[config.mk]
export PLATFORM = sky130hd
export DESIGN_NAME = lic_idbase
export DESIGN_NICKNAME = d
export VERILOG_FILES = /design/src/rtl/lic_pkg.sv /design/src/rtl/lic_base_id.sv /design/src/rtl/lic_init_regs.sv /design/src/rtl/lic_idbase.sv
export SDC_FILE = /design/constraint.sdc
export NUM_CORES = 1
export LEC_CHECK = 0
export BUFFER_PORTS_ARGS = -buffer_cell sky130_fd_sc_hd__clkbuf_2
export CELL_PAD_IN_SITES_DETAIL_PLACEMENT = 1
export CELL_PAD_IN_SITES_GLOBAL_PLACEMENT = 1
export CORE_AREA = 2 2 468 470
export DETAILED_ROUTE_END_ITERATION = 12
export DIE_AREA = 0 0 470 472
export GPL_TIMING_DRIVEN = 0
export PLACE_DENSITY = 0.3
export SYNTH_ARGS = -nofsm -noshare
export SYNTH_HDL_FRONTEND = slang
export SYNTH_SLANG_ARGS = --single-unit
[constraint.sdc]
create_clock -name clk -period 1.7 [get_ports clk]
set_input_delay 0.255 -clock clk [delete_from_list [all_inputs] [get_ports clk]]
set_output_delay 0.255 -clock clk [all_outputs]
set_load 0.02 [all_outputs]
[src/rtl/lic_pkg.sv]
package lic_pkg;
  localparam int BASE_W       = 32;
  localparam int LID_W        = 8;
  localparam int BOOT_BIT     = 8;
  localparam int EXT_BIT      = 10;
  localparam int EN_BIT       = 11;
  localparam int LVT_W        = 32;
  localparam int LVT_MASK_BIT = 16;
  localparam logic [19:0] DEF_ADDR = 20'hFEE00;

  function automatic logic [BASE_W-1:0] rebuilt_base(input logic boot);
    logic [BASE_W-1:0] b;
    b = '0;
    b[BASE_W-1:12] = DEF_ADDR;
    b[EN_BIT]      = 1'b1;
    b[BOOT_BIT]    = boot;
    return b;
  endfunction
endpackage

[src/rtl/lic_base_id.sv]
module lic_base_id
  import lic_pkg::*;
#(
  parameter logic [31:0] INIT_ID  = 32'h0000_0123,
  parameter logic        BOOT_POR = 1'b1
) (
  input  logic              clk,
  input  logic              rst,
  input  logic              full_rst_i,
  input  logic              base_we_i,
  input  logic [BASE_W-1:0] base_wdata_i,
  input  logic              boot_we_i,
  input  logic              boot_val_i,
  input  logic              id_we_i,
  input  logic [LID_W-1:0]  id_wdata_i,
  output logic [BASE_W-1:0] base_o,
  output logic [31:0]       id_o,
  output logic              boot_o
);
  logic [BASE_W-1:0] base_q, base_n;
  logic [LID_W-1:0]  lid_q, lid_n;
  logic [31:0]       id_q, id_n;
  logic              entering_ext;

  assign entering_ext = base_we_i && base_wdata_i[EXT_BIT] && !base_q[EXT_BIT];

  always_comb begin
    base_n = base_q;
    lid_n  = lid_q;
    if (full_rst_i) begin
      base_n = rebuilt_base(base_q[BOOT_BIT]);
      lid_n  = INIT_ID[LID_W-1:0];
    end else begin
      if (base_we_i) base_n = base_wdata_i;
      if (boot_we_i) base_n[BOOT_BIT] = boot_val_i;
      if (entering_ext) lid_n = INIT_ID[LID_W-1:0];
      else if (id_we_i && !base_q[EXT_BIT] && !base_n[EXT_BIT]) lid_n = id_wdata_i;
    end
    id_n = base_n[EXT_BIT] ? INIT_ID : {{(32-LID_W){1'b0}}, lid_n};
  end

  always_ff @(posedge clk) begin
    if (rst) begin
      base_q <= rebuilt_base(BOOT_POR);
      lid_q  <= INIT_ID[LID_W-1:0];
      id_q   <= {{(32-LID_W){1'b0}}, INIT_ID[LID_W-1:0]};
    end else begin
      base_q <= base_n;
      lid_q  <= lid_n;
      id_q   <= id_n;
    end
  end

  assign base_o = base_q;
  assign id_o   = id_q;
  assign boot_o = base_q[BOOT_BIT];


  ext_entry_restore_chk: assert property (@(posedge clk) disable iff (rst)
    (!full_rst_i && base_we_i && base_wdata_i[EXT_BIT] && !base_q[EXT_BIT])
      |=> (lid_q == INIT_ID[LID_W-1:0]));


  full_rebuild_chk: assert property (@(posedge clk) disable iff (rst)
    full_rst_i |=> (base_q == rebuilt_base($past(base_q[BOOT_BIT]))));


  boot_only_bit_chk: assert property (@(posedge clk) disable iff (rst)
    (boot_we_i && !base_we_i && !full_rst_i)
      |=> (base_q[BOOT_BIT] == $past(boot_val_i)) &&
          ((base_q ^ $past(base_q)) & ~(32'h1 << BOOT_BIT)) == '0);
endmodule

[src/rtl/lic_init_regs.sv]
module lic_init_regs
  import lic_pkg::*;
#(
  parameter int   NVEC     = 256,
  parameter int   NLVT     = 6,
  parameter logic BOOT_POR = 1'b1
) (
  input  logic                  clk,
  input  logic                  rst,
  input  logic                  full_rst_i,
  input  logic                  init_i,
  input  logic                  boot_i,
  output logic [7:0]            tpr_o,
  output logic [7:0]            spur_o,
  output logic [7:0]            ldest_o,
  output logic [3:0]            dfmt_o,
  output logic [31:0]           esr_o,
  output logic [31:0]           cmd_lo_o,
  output logic [31:0]           cmd_hi_o,
  output logic [NVEC-1:0]       isr_o,
  output logic [NVEC-1:0]       tmr_o,
  output logic [NVEC-1:0]       irr_o,
  output logic [NLVT*LVT_W-1:0] lvt_o,
  output logic                  wait_o
);
  localparam logic [LVT_W-1:0] LVT_DEF = LVT_W'(1) << LVT_MASK_BIT;

  logic do_init;
  assign do_init = rst || full_rst_i || init_i;

  always_ff @(posedge clk) begin
    if (do_init) begin
      tpr_o    <= 8'h00;
      spur_o   <= 8'hFF;
      ldest_o  <= 8'h00;
      dfmt_o   <= 4'hF;
      esr_o    <= '0;
      cmd_lo_o <= '0;
      cmd_hi_o <= '0;
      isr_o    <= '0;
      tmr_o    <= '0;
      irr_o    <= '0;
    end
  end

  for (genvar e = 0; e < NLVT; e++) begin : g_lvt
    logic [LVT_W-1:0] ent_q;
    always_ff @(posedge clk) begin
      if (do_init) ent_q <= LVT_DEF;
    end
    assign lvt_o[e*LVT_W +: LVT_W] = ent_q;
  end

  always_ff @(posedge clk) begin
    if (rst)                       wait_o <= !BOOT_POR;
    else if (full_rst_i || init_i) wait_o <= !boot_i;
  end


  init_scalar_chk: assert property (@(posedge clk) disable iff (rst)
    init_i |=> (tpr_o == 8'h00 && spur_o == 8'hFF && ldest_o == 8'h00 && dfmt_o == 4'hF));


  wait_flag_chk: assert property (@(posedge clk) disable iff (rst)
    (init_i || full_rst_i) |=> (wait_o == !$past(boot_i)));


  vec_clear_chk: assert property (@(posedge clk) disable iff (rst)
    init_i |=> (isr_o == '0 && tmr_o == '0 && irr_o == '0));
endmodule

[src/rtl/lic_idbase.sv]
module lic_idbase
  import lic_pkg::*;
#(
  parameter logic [31:0] INIT_ID  = 32'h0000_0123,
  parameter logic        BOOT_POR = 1'b1,
  parameter int          NVEC     = 256,
  parameter int          NLVT     = 6
) (
  input  logic                  clk,
  input  logic                  rst,
  input  logic                  full_rst_i,
  input  logic                  init_i,
  input  logic                  base_we_i,
  input  logic [31:0]           base_wdata_i,
  input  logic                  boot_we_i,
  input  logic                  boot_val_i,
  input  logic                  id_we_i,
  input  logic [7:0]            id_wdata_i,
  output logic [31:0]           base_o,
  output logic [31:0]           id_o,
  output logic [7:0]            tpr_o,
  output logic [7:0]            spur_o,
  output logic [7:0]            ldest_o,
  output logic [3:0]            dfmt_o,
  output logic [31:0]           esr_o,
  output logic [31:0]           cmd_lo_o,
  output logic [31:0]           cmd_hi_o,
  output logic [NVEC-1:0]       isr_o,
  output logic [NVEC-1:0]       tmr_o,
  output logic [NVEC-1:0]       irr_o,
  output logic [NLVT*32-1:0]    lvt_o,
  output logic                  wait_sipi_o
);
  logic boot_bit;

  lic_base_id #(.INIT_ID(INIT_ID), .BOOT_POR(BOOT_POR)) u_base (
    .clk(clk), .rst(rst), .full_rst_i(full_rst_i),
    .base_we_i(base_we_i), .base_wdata_i(base_wdata_i),
    .boot_we_i(boot_we_i), .boot_val_i(boot_val_i),
    .id_we_i(id_we_i), .id_wdata_i(id_wdata_i),
    .base_o(base_o), .id_o(id_o), .boot_o(boot_bit)
  );

  lic_init_regs #(.NVEC(NVEC), .NLVT(NLVT), .BOOT_POR(BOOT_POR)) u_init (
    .clk(clk), .rst(rst), .full_rst_i(full_rst_i), .init_i(init_i),
    .boot_i(boot_bit),
    .tpr_o(tpr_o), .spur_o(spur_o), .ldest_o(ldest_o), .dfmt_o(dfmt_o),
    .esr_o(esr_o), .cmd_lo_o(cmd_lo_o), .cmd_hi_o(cmd_hi_o),
    .isr_o(isr_o), .tmr_o(tmr_o), .irr_o(irr_o), .lvt_o(lvt_o),
    .wait_o(wait_sipi_o)
  );


  ext_id_view_chk: assert property (@(posedge clk) disable iff (rst)
    base_o[EXT_BIT] |-> (id_o == INIT_ID));


  legacy_id_view_chk: assert property (@(posedge clk) disable iff (rst)
    !base_o[EXT_BIT] |-> (id_o[31:8] == 24'h0));
endmodule

Yosys cells after proc, flatten, opt, wreduce, memory -nomap -nowiden
Index checks and enable logic that the tools add are counted.
- multiplexer cells: 8
- bitwise operators: 1
- reductions and logical operators: 13
- operators with widths (operator ; number):
    32-bit two-way mux ; 2
    8-bit two-way mux ; 3
    11-bit two-way mux ; 1
    9-bit two-way mux ; 1
    1-bit logical AND ; 4
    2-bit OR reduction ; 2
    1-bit logical NOT ; 3
    3-bit nonzero test ; 1
    2-bit AND reduction ; 1
    2-bit nonzero test ; 1
    1-bit logical OR ; 1
    1-bit two-way mux ; 1
    1-bit NOT ; 1
- register bits after elaboration: 73
- input bits: 48
- output and inout bits: 1149
- logic and storage cells: 29

Depth between registers and ports, before layout
Gate-level depths: netlist of run 1.
- depth after elaboration: 8
- depth in mapped cells: 4
- mapped depth without buffers: 3

Cells and area by module
From an unflattened synthesis of run 1, not the netlist that was laid out.
- cell total of the unflattened synthesis: 1283
- area, all modules: 10123.5 sq um
- modules (own cells, without submodules) (module ; instances ; cells an instance ; area each (sq um) ; sequential area each (sq um)):
    lic_init_regs ; 1 ; 1090 ; 8187.9 ; 20.0
    lic_base_id ; 1 ; 193 ; 1935.6 ; 960.9

Worst setup path after synthesis of run 1
Ideal clock, no wire load.
- path kind: register -> register
- start point: register u_base.base_q[10], in the netlist u_base.base_o[10]
- end point: register u_base.lid_q[1]
- library setup time: 0.122 ns
- arrival time: 1.124 ns
- required time: 1.578 ns
- path slack: 0.454 ns
- stages on the path, launching flop included: 4
- path buffers: 1
- period minus slack after synthesis: 1.246 ns
- cells stage by stage: dfxtp_1 -> nor2b_1 -> buf_2 -> a221o_1
- word-level cells in the longest chain between the ends: 7
- elaborated cells between the ends (all ways): 10
- classes of those cells: 5 x mux; 5 x reduce/logical
- ends and longest elaborated chain (what ; line ; text):
    start: declaration ; lic_base_id.sv:20 ; logic [BASE_W-1:0] base_q, base_n;
    start signal: assignment ; lic_base_id.sv:44 ; base_q <= rebuilt_base(BOOT_POR);
    start signal: assignment ; lic_base_id.sv:48 ; base_q <= base_n;
    32-bit two-way mux ; lic_base_id.sv:34 ; if (base_we_i) base_n = base_wdata_i;
    32-bit two-way mux ; lic_base_id.sv:30 ; if (full_rst_i) begin
    1-bit logical NOT ; lic_base_id.sv:37 ; else if (id_we_i && !base_q[EXT_BIT] && !base_n[EXT_BIT]) lid_n = id_wdata_i;
    1-bit logical AND ; lic_base_id.sv:37 ;
    8-bit two-way mux ; lic_base_id.sv:37 ;
    8-bit two-way mux * ; lic_base_id.sv:36 ; if (entering_ext) lid_n = INIT_ID[LID_W-1:0];
    8-bit two-way mux * ; lic_base_id.sv:30 ;
    end signal: assignment ; lic_base_id.sv:45 ; lid_q <= INIT_ID[LID_W-1:0];
    end signal: assignment ; lic_base_id.sv:49 ; lid_q <= lid_n;
    end: declaration ; lic_base_id.sv:21 ; logic [LID_W-1:0] lid_q, lid_n;
Every way passes the cells marked *; elsewhere a longest branch is shown, timed or not. The select of a mux whose other input is x is not followed.
A chain may end at the register's enable or synchronous reset.

Worst setup path in the final report of run 1
- start point: register u_base.base_q[10], in the netlist u_base.base_o[10]
- end point: register u_base.id_q[6], in the netlist u_base.id_o[6]
- word-level cells in the longest chain between the ends: 7
- elaborated cells between the ends (all ways): 12
- classes of those cells: 6 x mux; 6 x reduce/logical
- ends and longest elaborated chain (what ; line ; text):
    32-bit two-way mux ; lic_base_id.sv:34 ;
    32-bit two-way mux ; lic_base_id.sv:30 ;
    1-bit logical NOT ; lic_base_id.sv:37 ;
    1-bit logical AND ; lic_base_id.sv:37 ;
    8-bit two-way mux ; lic_base_id.sv:37 ;
    8-bit two-way mux ; lic_base_id.sv:36 ;
    8-bit two-way mux ; lic_base_id.sv:30 ;
    end signal: assignment ; lic_base_id.sv:46 ; id_q <= {{(32-LID_W){1'b0}}, INIT_ID[LID_W-1:0]};
    end signal: assignment ; lic_base_id.sv:50 ; id_q <= id_n;
    end: declaration ; lic_base_id.sv:22 ; logic [31:0] id_q, id_n;
Several ways; a longest one is shown, not always the timed one. The select of a mux whose other input is x is not followed.

==> results of run 1 <==
==> sequential cells by signal, indices dropped and copies added, names as in the netlist <==
| name | cells |
|---|---|
| u_base.base_o | 32 |
| u_base.id_o | 8 |
| u_base.lid_q | 8 |
| u_init.wait_o | 1 |
==> worst min-delay path: stages <==
cell,delay (ns)
clkbuf_2,0.08
mux2i_1,0.06
nand2_1,0.06
==> through the flow <==
step | utilization | cell area, sq um | power (mW) | hold WS (ns)
finish | 0.0850 | 18400 | 7.10 | 0.187
floorplan | - | 14200 | 5.47 | 0.327
global route | 0.0850 | 18400 | 7.54 | 0.197
CTS | 0.0849 | 18400 | 6.87 | 0.173
global placement | 0.0841 | 18200 | 5.64 | 0.459
detailed placement | 0.0841 | 18200 | 5.64 | 0.465
==> kinds of logic (layout without fill, tap and decap cells) <==
group	after synthesis	after routing
muxes	31	31
buffers and inverters	1118	1214
AOI/OAI and AO/OA	26	26
DFF	49	49
and+or+nand+nor	48	48
other	2	1107
==> repair_timing <==
action,4_1_cts,5_1_grt
endpoints found under the setup margin,0,3
endpoints found under the hold margin,0,0
gates resized for setup,0,3
==> cell type report <==
cell class	count	area, sq um
timing repair buffer	88	440
multi-input combinational	1212	4860
fill	26500	198000
clock buffer	7	143
tap	2854	3570
buffer	1117	8370
inverter	1	3.75
sequential	49	981
clock inverter	1	30.0
==> power by group through the flow <==
stage	clock network, mW	registers, mW	logic (mW)
after floorplan	0	1.27	4.20
after global placement	0	1.23	4.40
after detailed placement	0	1.23	4.40
after CTS	1.26	1.21	4.40
after global routing	1.31	1.21	5.02
final	1.20	1.21	4.69
==> metal layers <==
metal  wire length [um]  GRT usage  vias up
li1                   -          -     4082
met1              10800     0.0247     3114
met2              18800     0.0555      701
met3               5110     0.0151       11
met4                157    0.00231        2
met5                 13          0        -
==> cells in the final DEF, fill, tap and decap left out, types with 2 or more instances in the layout <==
cell | Yosys | final
a21oi_2 | 0 | 3
nor2_1 | 21 | 21
nand2_1 | 13 | 13
clkbuf_2 | 0 | 88
o21ai_0 | 6 | 6
clkbuf_16 | 0 | 5
a221o_1 | 6 | 6
conb_1 | 2 | 1107
dfxtp_1 | 49 | 49
clkbuf_1 | 2 | 3
a21oi_1 | 11 | 8
buf_2 | 5 | 5
buf_4 | 1109 | 1109
mux2i_1 | 30 | 30
nand2_2 | 2 | 2
nand3_1 | 5 | 5
==> worst paths after layout <==
check,slack [ns],start,end
setup / recovery,0.20,u_base.base_o[10]$_SDFF_PP0_,u_base.id_o[6]$_SDFF_PP0_
hold / removal,0.19,base_wdata_i[31],u_base.base_o[31]$_SDFFE_PP1P_
setup reg to reg,0.20,u_base.base_o[10]$_SDFF_PP0_,u_base.id_o[6]$_SDFF_PP0_
hold reg to reg,0.48,u_base.base_o[25]$_SDFFE_PP1P_,u_base.base_o[25]$_SDFFE_PP1P_
==> flow_summary.json, run 1 <==
{
  "synthAdderAreaFrac": 0,
  "numPortBuffers": 88,
  "clock_power_share": 0.169,
  "grt_max_degree": 15,
  "synthDistinctLibCells": 26,
  "critical_path.slowest_cell": "dfxtp_1",
  "grt_antenna_before_repair": 1,
  "root_buffer": "clkbuf_16",
  "grt_pass1_vias": 6792,
  "cp.depth": 4,
  "synthesis.area_sq_um": 10100,
  "drt_iter0_drc": 93,
  "gp_congestion": 0.660,
  "p_leak_nw": 10.8,
  "synth_edf_count": 0,
  "min_path_cells": 3,
  "yosys.area.top_type": "buf_4",
  "dp_cells": 5321,
  "ant_nets": 0,
  "cts.sinks": 49,
  "worst_slew_pin_slew_ns": 0.560,
  "routedWlPerCell_um": 6.54,
  "synth_area_leaders": "buf_4 83%, dfxtp_1 9.8%, mux2i_1 3.0%, nor2_1 0.78%, a221o_1 0.60%",
  "rsz0062_at_grt": "no",
  "fin_cells": 5329,
  "critical_path.cell_chain": "nor2b_1 -> buf_2 -> nand3_1 -> a21oi_1",
  "fin_crit_sh": 0.881,
  "cp_max_fo": 10,
  "hold_violations": 0,
  "yosys.area_share.simple": 0.0213,
  "synth.mux.area_fraction": 0.0312,
  "core_sq_um": 217000,
  "finalNetCount": 2522,
  "worstPathRequired_ns": 1.87,
  "synth_ff_type": "dfxtp_1",
  "yosysWarnings": 0,
  "synthCells": 1274,
  "die_width_um": 470,
  "yosys.area.top_type_share": 0.828,
  "die-area_sq_um": 222000,
  "comb_power_share": 0.661,
  "critPathMaxStageDelay_ns": 0.44,
  "setup_tns_ns": 0,
  "path_delay_family": "flip-flops",
  "vias": 7910,
  "cts_tree": "done",
  "cts_buffers": 5,
  "fin_skew_ns": 0.00500,
  "maxCapViolations": 0,
  "synth.avg_cell_area_sq_um": 7.90,
  "swShare": 0.473,
  "power.density_nw_per_um2": 386,
  "async_flop_share": 0,
  "yosysMostFrequentCell": "buf_4",
  "vias_per_cell": 1.48,
  "finalCriticalPeriod_ns": 1.50,
  "ys_ff_latch": 49,
  "cts_buffer_depth": 2,
  "clk_pin_slew_worst_paths_ns": 0.07,
  "setup_viol": 0,
  "worstSetupPathType": "flip-flop to flip-flop",
  "drc": 0,
  "p_int_mw": 3.74,
  "area_delta_synth_final_pct": 82.9,
  "crit_buf_inv": 1,
  "synth_compound_area_frac": 0.0169,
  "start_util": 0.0465,
  "start_kind": "flip-flop",
  "p_sw_mw": 3.36,
  "grt-ovfl-total": 0,
  "slew_headroom": 0.627,
  "ctsHtreeMaxLevel": 2,
  "status": "completed",
  "synth_xor_area_frac": 0,
  "dp_slack_ns": 0.101,
  "ioPinCount": 1197,
  "ir_drop_mv": 0.298,
  "synthTopCellsByCount": "1109 x buf_4, 49 x dfxtp_1, 30 x mux2i_1",
  "drive_gt1_frac": 0.493,
  "wl_um": 34900,
  "clkLatencyLatePin_ns": 0.29,
  "hold_path_class": "input pin to flip-flop",
  "drt_first_pass_iters": 4,
  "synth_top_family_by_area": "buffers and inverters",
  "reg2reg_depth": 4,
  "critPathArrivalTime_ns": 1.67,
  "diodes": 0,
  "die_y_um": 472,
  "ys_seq_area_frac": 0.0975,
  "hpwlAfterDp_um": 33900,
  "timing.final.ws_setup_ns": 0.203,
  "pwr-share-seq": 0.170,
  "timing.fmax_mhz": 668,
  "finalMaxSlewViolations": 0,
  "rows": 171,
  "grt_pass1_wl_um": 46300,
  "gr-usage-all-layers": 0.0277,
  "cp-end-kind": "flip-flop",
  "post_cts_buffers": 0,
  "ctsHoldBuffers": 0
}
(Power assumes the default switching activity.)
==> inputs of run 2 (changes only) <==
--- a/config.mk
+++ b/config.mk
@@ -12,7 +12,7 @@
 export DETAILED_ROUTE_END_ITERATION = 12
 export DIE_AREA = 0 0 470 472
 export GPL_TIMING_DRIVEN = 0
-export PLACE_DENSITY = 0.3
+export PLACE_DENSITY_LB_ADDON = 0.1
 export SYNTH_ARGS = -nofsm -noshare
 export SYNTH_HDL_FRONTEND = slang
 export SYNTH_SLANG_ARGS = --single-unit
==> run 2 against run 1 <==
Net effect:
- sequential cell count unchanged
- clock power decreased by 3%
- non-clock buffer count unchanged
- critical endpoint is now id_o[8]
- combinational power up 3%
- critical path type is now flip-flop to output pin
- highest routed layer unchanged
- first-iteration DRC count shrank 32%
- count of clock-buffer cells in the layout is 1 lower
- via count down 1.2%
- fmax increased by 1.7%
- design area shrank 0.20%
==> flow_summary.json, run 2 (same netlist as run 1, synthesis figures left out) <==
{
  "ctsHtreeMaxLevel": 2,
  "cp_max_fo": 6,
  "drc": 0,
  "grt_antenna_before_repair": 5,
  "grt.busiest_layer": "met2",
  "worstSetupPathType": "flip-flop to output pin",
  "setup_viol": 0,
  "fin_area_sq_um": 18400,
  "holdPathEnd": "u_base.base_o[23]$_SDFFE_PP1P_",
  "finalMaxSlewViolations": 0,
  "area_delta_synth_final_pct": 82.6,
  "cts.sinks": 49,
  "cp-end-kind": "output pin",
  "cts_buffers": 5,
  "status": "completed",
  "clk_pin_slew_worst_paths_ns": 0.08,
  "numPortBuffers": 88,
  "wl_um": 48900,
  "drt_first_pass_iters": 4,
  "rows": 171,
  "post_cts_buffers": 0,
  "worstPathRequired_ns": 1.44,
  "final_common_cell": "buf_4",
  "drt_iter0_drc": 63,
  "grt-ovfl-total": 0,
  "p_leak_nw": 10.8,
  "finalCriticalPeriod_ns": 1.47,
  "die_width_um": 470,
  "use_met3": 0.0335,
  "start_util": 0.0465,
  "ioPinCount": 1197,
  "path_delay_family": "flip-flops",
  "hold_violations": 0,
  "grt_pass1_wl_um": 61100,
  "cts_buffer_depth": 2,
  "rsz0062_at_grt": "no",
  "r2r_slack_ns": 0.31,
  "ir_drop_mv": 0.341,
  "routedWlPerCell_um": 9.18,
  "dpl-instance-area_sq_um": 18200,
  "gr-usage-all-layers": 0.0408,
  "clkLatencyLatePin_ns": 0.34,
  "worstHoldStart": "base_wdata_i[23]",
  "gp_congestion": 0.638,
  "vias_per_cell": 1.47,
  "rr_endpoint": "u_base.id_o[5]$_SDFF_PP1_",
  "reg2reg_depth": 3,
  "critical_path.cell_chain": "buf_4 -> clkbuf_2",
  "holdWs_ns": 0.126,
  "min_path_cells": 3,
  "crit_buf_inv": 2,
  "die_y_um": 472,
  "largest_register_ffs": 32,
  "critPathMaxStageDelay_ns": 0.53,
  "critPathArrivalTime_ns": 1.22,
  "root_buffer": "clkbuf_16",
  "diodes": 0,
  "start_kind": "flip-flop",
  "r2r-start": "u_base.base_o[10]$_SDFF_PP0_",
  "finalNetCount": 2522,
  "vias": 7813,
  "hold_path_class": "input pin to flip-flop",
  "grt_pass1_vias": 6671,
  "fin_skew_ns": 0.00491,
  "grt_max_degree": 15,
  "core_sq_um": 217000,
  "maxCapViolations": 0,
  "timing.fmax_mhz": 679,
  "hpwlAfterDp_um": 47500,
  "die-area_sq_um": 222000,
  "slew_headroom": 0.563,
  "grt_use_met2": 0.0791,
  "cts_tree": "done",
  "ant_nets": 0,
  "worst_slew_pin_slew_ns": 0.656,
  "drive_gt1_frac": 0.492,
  "critical_path.slowest_cell": "dfxtp_2",
  "fin_crit_sh": 0.866,
  "power.density_nw_per_um2": 392,
  "layout_common_cells": "1109 x buf_4, 1107 x conb_1, 88 x clkbuf_2, 48 x dfxtp_1, 30 x mux2i_1",
  "met1_usage": 0.0296
}
==> run 2: routing by layer <==
metal,vias up,share of wire
met1,3024,0.26
met3,18,0.19
met2,689,0.54
met4,4,0.010
li1,4078,-
met5,-,0.00029
==> run 2: report_power, final <==
part,internal [mW],switching [mW]
registers,1.18,0.0215
clock network,0.582,0.580
logic,1.82,3.01
total,3.59,3.61
==> run 2: area by class of cell <==
class	count	area, sq um
plain buffers	1117	8370
clock buffers	6	139
clock inverters	1	7.51
fillers	26400	198000
inverters	1	3.75
multi-input cells	1212	4850
flip-flops and latches	49	982
well taps	2854	3570
repair buffers	88	440
==> run 2: stage by stage <==
step	instances	setup TNS [ns]	worst slack, ns	power, mW	utilization
2_1_floorplan	2379	0	0.454	5.47	-
3_3_place_gp	5321	-2.52	-0.191	5.68	0.0841
3_5_place_dp	5321	-2.18	-0.168	5.68	0.0841
4_1_cts	5328	0	0.0581	6.97	0.0848
5_1_grt	5328	0	0.101	7.76	0.0848
6_report	5328	0	0.227	7.21	0.0848
==> run 2: how the worst max path moves through the flow <==
stage                                      start                              to  slack (ns)  cells after the start
global placement                      full_rst_i  u_base.base_o[23]$_SDFFE_PP1P_       -0.19                      4
global route        u_base.base_o[10]$_SDFF_PP0_                         id_o[8]        0.10                      2
finish              u_base.base_o[10]$_SDFF_PP0_                         id_o[8]        0.23                      2
CTS                 u_base.base_o[10]$_SDFF_PP0_                         id_o[8]        0.06                      2
detailed placement                    full_rst_i  u_base.base_o[26]$_SDFFE_PP1P_       -0.17                      4
floorplan           u_base.base_o[10]$_SDFF_PP0_      u_base.lid_q[1]$_SDFF_PP1_        0.45                      3
==> run 2: timing repair <==
| action | in CTS | in global routing |
|---|---|---|
| hold buffers | 0 | 0 |
| endpoints found under the setup margin | 7 | 0 |
| gates resized for setup | 1 | 0 |
==> run 2: worst reg2reg max path, cell delays in order, from the launching register on <==
cell     delay [ns]
dfxtp_2        0.53
nor2b_1        0.13
buf_2          0.23
a221o_1        0.38
==> inputs of run 3 (changes only) <==
--- a/config.mk
+++ b/config.mk
@@ -8,11 +8,12 @@
 export BUFFER_PORTS_ARGS = -buffer_cell sky130_fd_sc_hd__clkbuf_2
 export CELL_PAD_IN_SITES_DETAIL_PLACEMENT = 1
 export CELL_PAD_IN_SITES_GLOBAL_PLACEMENT = 1
-export CORE_AREA = 2 2 468 470
+export CORE_AREA = 2 2 471 473
 export DETAILED_ROUTE_END_ITERATION = 12
-export DIE_AREA = 0 0 470 472
+export DIE_AREA = 0 0 473 475
 export GPL_TIMING_DRIVEN = 0
 export PLACE_DENSITY_LB_ADDON = 0.1
+export SLEW_MARGIN = 10
 export SYNTH_ARGS = -nofsm -noshare
 export SYNTH_HDL_FRONTEND = slang
 export SYNTH_SLANG_ARGS = --single-unit
==> constraint.sdc (replaced) <==
create_clock -name clk -period 1.3 [get_ports clk]
set_input_delay 0.195 -clock clk [delete_from_list [all_inputs] [get_ports clk]]
set_output_delay 0.195 -clock clk [all_outputs]
set_load 0.005 [all_outputs]
==> run 3 against run 2 <==
Net effect:
- worst setup slack got worse by 0.17 ns
- final cell count increased by 0.38%
- clock skew increased by 0.0077 ns
- total power increased by 0.63%
- first-iteration DRC count decreased by 29%
- largest cell class unchanged
==> flow_summary.json, run 3 (same netlist as run 1, synthesis figures left out) <==
{
  "status": "completed",
  "dp_cells": 5338,
  "numPortBuffers": 88,
  "die-area_sq_um": 225000,
  "path_delay_family": "flip-flops",
  "p_sw_mw": 2.68,
  "cts_buffers": 5,
  "final_common_cell": "buf_4",
  "hold_path_class": "input pin to flip-flop",
  "largest_register_ffs": 32,
  "grt_max_degree": 17,
  "gp_congestion": 0.636,
  "vias": 7795,
  "cts_buffer_depth": 2,
  "die_y_um": 475,
  "ioPinCount": 1197,
  "pwr-share-seq": 0.218,
  "swShare": 0.370,
  "p_leak_nw": 10.8,
  "ctsHoldBuffers": 0,
  "clkLatencyLatePin_ns": 0.34,
  "cts.sinks": 49,
  "hpwlAfterDp_um": 48300,
  "rows": 172,
  "holdWs_ns": 0.0627,
  "vias_per_cell": 1.46,
  "p_int_mw": 4.57,
  "ir_drop_mv": 0.459,
  "slew_headroom": 0.624,
  "drt_first_pass_iters": 4,
  "wl_um": 50000,
  "cts_tree": "done",
  "cp-end-kind": "flip-flop",
  "timing.fmax_mhz": 805,
  "finalCriticalPeriod_ns": 1.24,
  "fin_cells": 5348,
  "gr-usage-all-layers": 0.0399,
  "start_util": 0.0459,
  "finalMaxSlewViolations": 0,
  "clk_pin_slew_worst_paths_ns": 0.09,
  "critical_path.cell_chain": "mux2i_2 -> nand2_4 -> a221o_1",
  "fin_skew_ns": 0.0127,
  "layout_common_cells": "1109 x buf_4, 1107 x conb_1, 88 x clkbuf_2, 47 x dfxtp_1, 30 x mux2i_1",
  "grt_pass1_wl_um": 60100,
  "fin_crit_sh": 0.955,
  "die_width_um": 473,
  "cp_max_fo": 8,
  "setup_viol": 0,
  "area_delta_synth_final_pct": 83.9,
  "critPathArrivalTime_ns": 1.46,
  "finalPower_mw": 7.25,
  "finalNetCount": 2524,
  "comb_power_share": 0.568,
  "power.density_nw_per_um2": 392,
  "fin_area_sq_um": 18500,
  "start_kind": "flip-flop",
  "ctsHtreeMaxLevel": 2,
  "core_sq_um": 219000,
  "rsz0062_at_grt": "yes",
  "root_buffer": "clkbuf_16",
  "worst_slew_pin_slew_ns": 0.564,
  "grt-ovfl-total": 0,
  "ant_nets": 0,
  "dpl-instance-area_sq_um": 18200,
  "critical_path.slowest_cell": "dfxtp_4",
  "drive_gt1_frac": 0.497,
  "worstSetupPathType": "flip-flop to flip-flop",
  "critPathMaxStageDelay_ns": 0.42,
  "diodes": 0,
  "crit_buf_inv": 0,
  "maxCapViolations": 0,
  "grt_antenna_before_repair": 9,
  "routedWlPerCell_um": 9.35,
  "worstPathRequired_ns": 1.52,
  "grt_pass1_vias": 6446,
  "drt_iter0_drc": 45,
  "utilization": 0.0845,
  "drc": 0,
  "hold_violations": 0,
  "clock_power_share": 0.214
}
==> run 3: routing by layer <==
layer / vias up / track usage / wire [um]
li1: 4086 / - / -
met1: 2965 / 0.0300 / 13400
met5: - / 0 / 20
met4: 2 / 0.00873 / 544
met2: 716 / 0.0778 / 26700
met3: 26 / 0.0309 / 9390
==> run 3: what timing repair did <==
item,in CTS,in global routing
setup endpoints to repair,29,13
gates cloned,0,1
setup buffers,0,1
gates resized for setup,15,10
pin swaps,1,3
==> run 3: path summary, 6_finish.rpt <==
check / from / endpoint / slack (ns) / cells after the start
min reg2reg: u_base.base_o[21]$_SDFFE_PP1P_ / u_base.base_o[21]$_SDFFE_PP1P_ / 0.48 / 2
max reg2reg: u_base.base_o[10]$_SDFF_PP0_ / u_base.id_o[0]$_SDFF_PP1_ / 0.06 / 3
min: base_wdata_i[21] / u_base.base_o[21]$_SDFFE_PP1P_ / 0.06 / 3
max: u_base.base_o[10]$_SDFF_PP0_ / u_base.id_o[0]$_SDFF_PP1_ / 0.06 / 3
==> run 3: cell type report <==
type / count / area [sq um]
Timing Repair Buffer: 90 / 483
Multi-Input combinational cell: 1212 / 4910
Inverter: 1 / 3.75
Sequential cell: 49 / 986
Buffer: 1117 / 8380
Clock inverter: 3 / 22.5
Fill cell: 26800 / 201000
Clock buffer: 5 / 125
Tap cell: 2871 / 3590
==> run 3: metrics by stage <==
stage / setup WS (ns) / setup TNS (ns)
finish: 0.0580 / 0
global route: -0.0351 / -0.174
CTS: -0.0138 / -0.0223
detailed placement: -0.576 / -11.89
global placement: -0.583 / -11.69
floorplan: 0.181 / 0
==> run 3: power by group through the flow <==
stage	combinational, mW	clock, mW	sequential [mW]
6_report	4.12	1.55	1.58
5_1_grt	4.65	1.78	1.59
4_1_cts	3.55	1.77	1.58
3_5_place_dp	3.54	0	1.62
3_3_place_gp	3.54	0	1.62
2_1_floorplan	3.27	0	1.61
==> run 3: worst reg2reg max path, stage by stage (launching register included) <==
cell,delay (ns)
dfxtp_4,0.42
mux2i_2,0.24
nand2_4,0.17
a221o_1,0.30
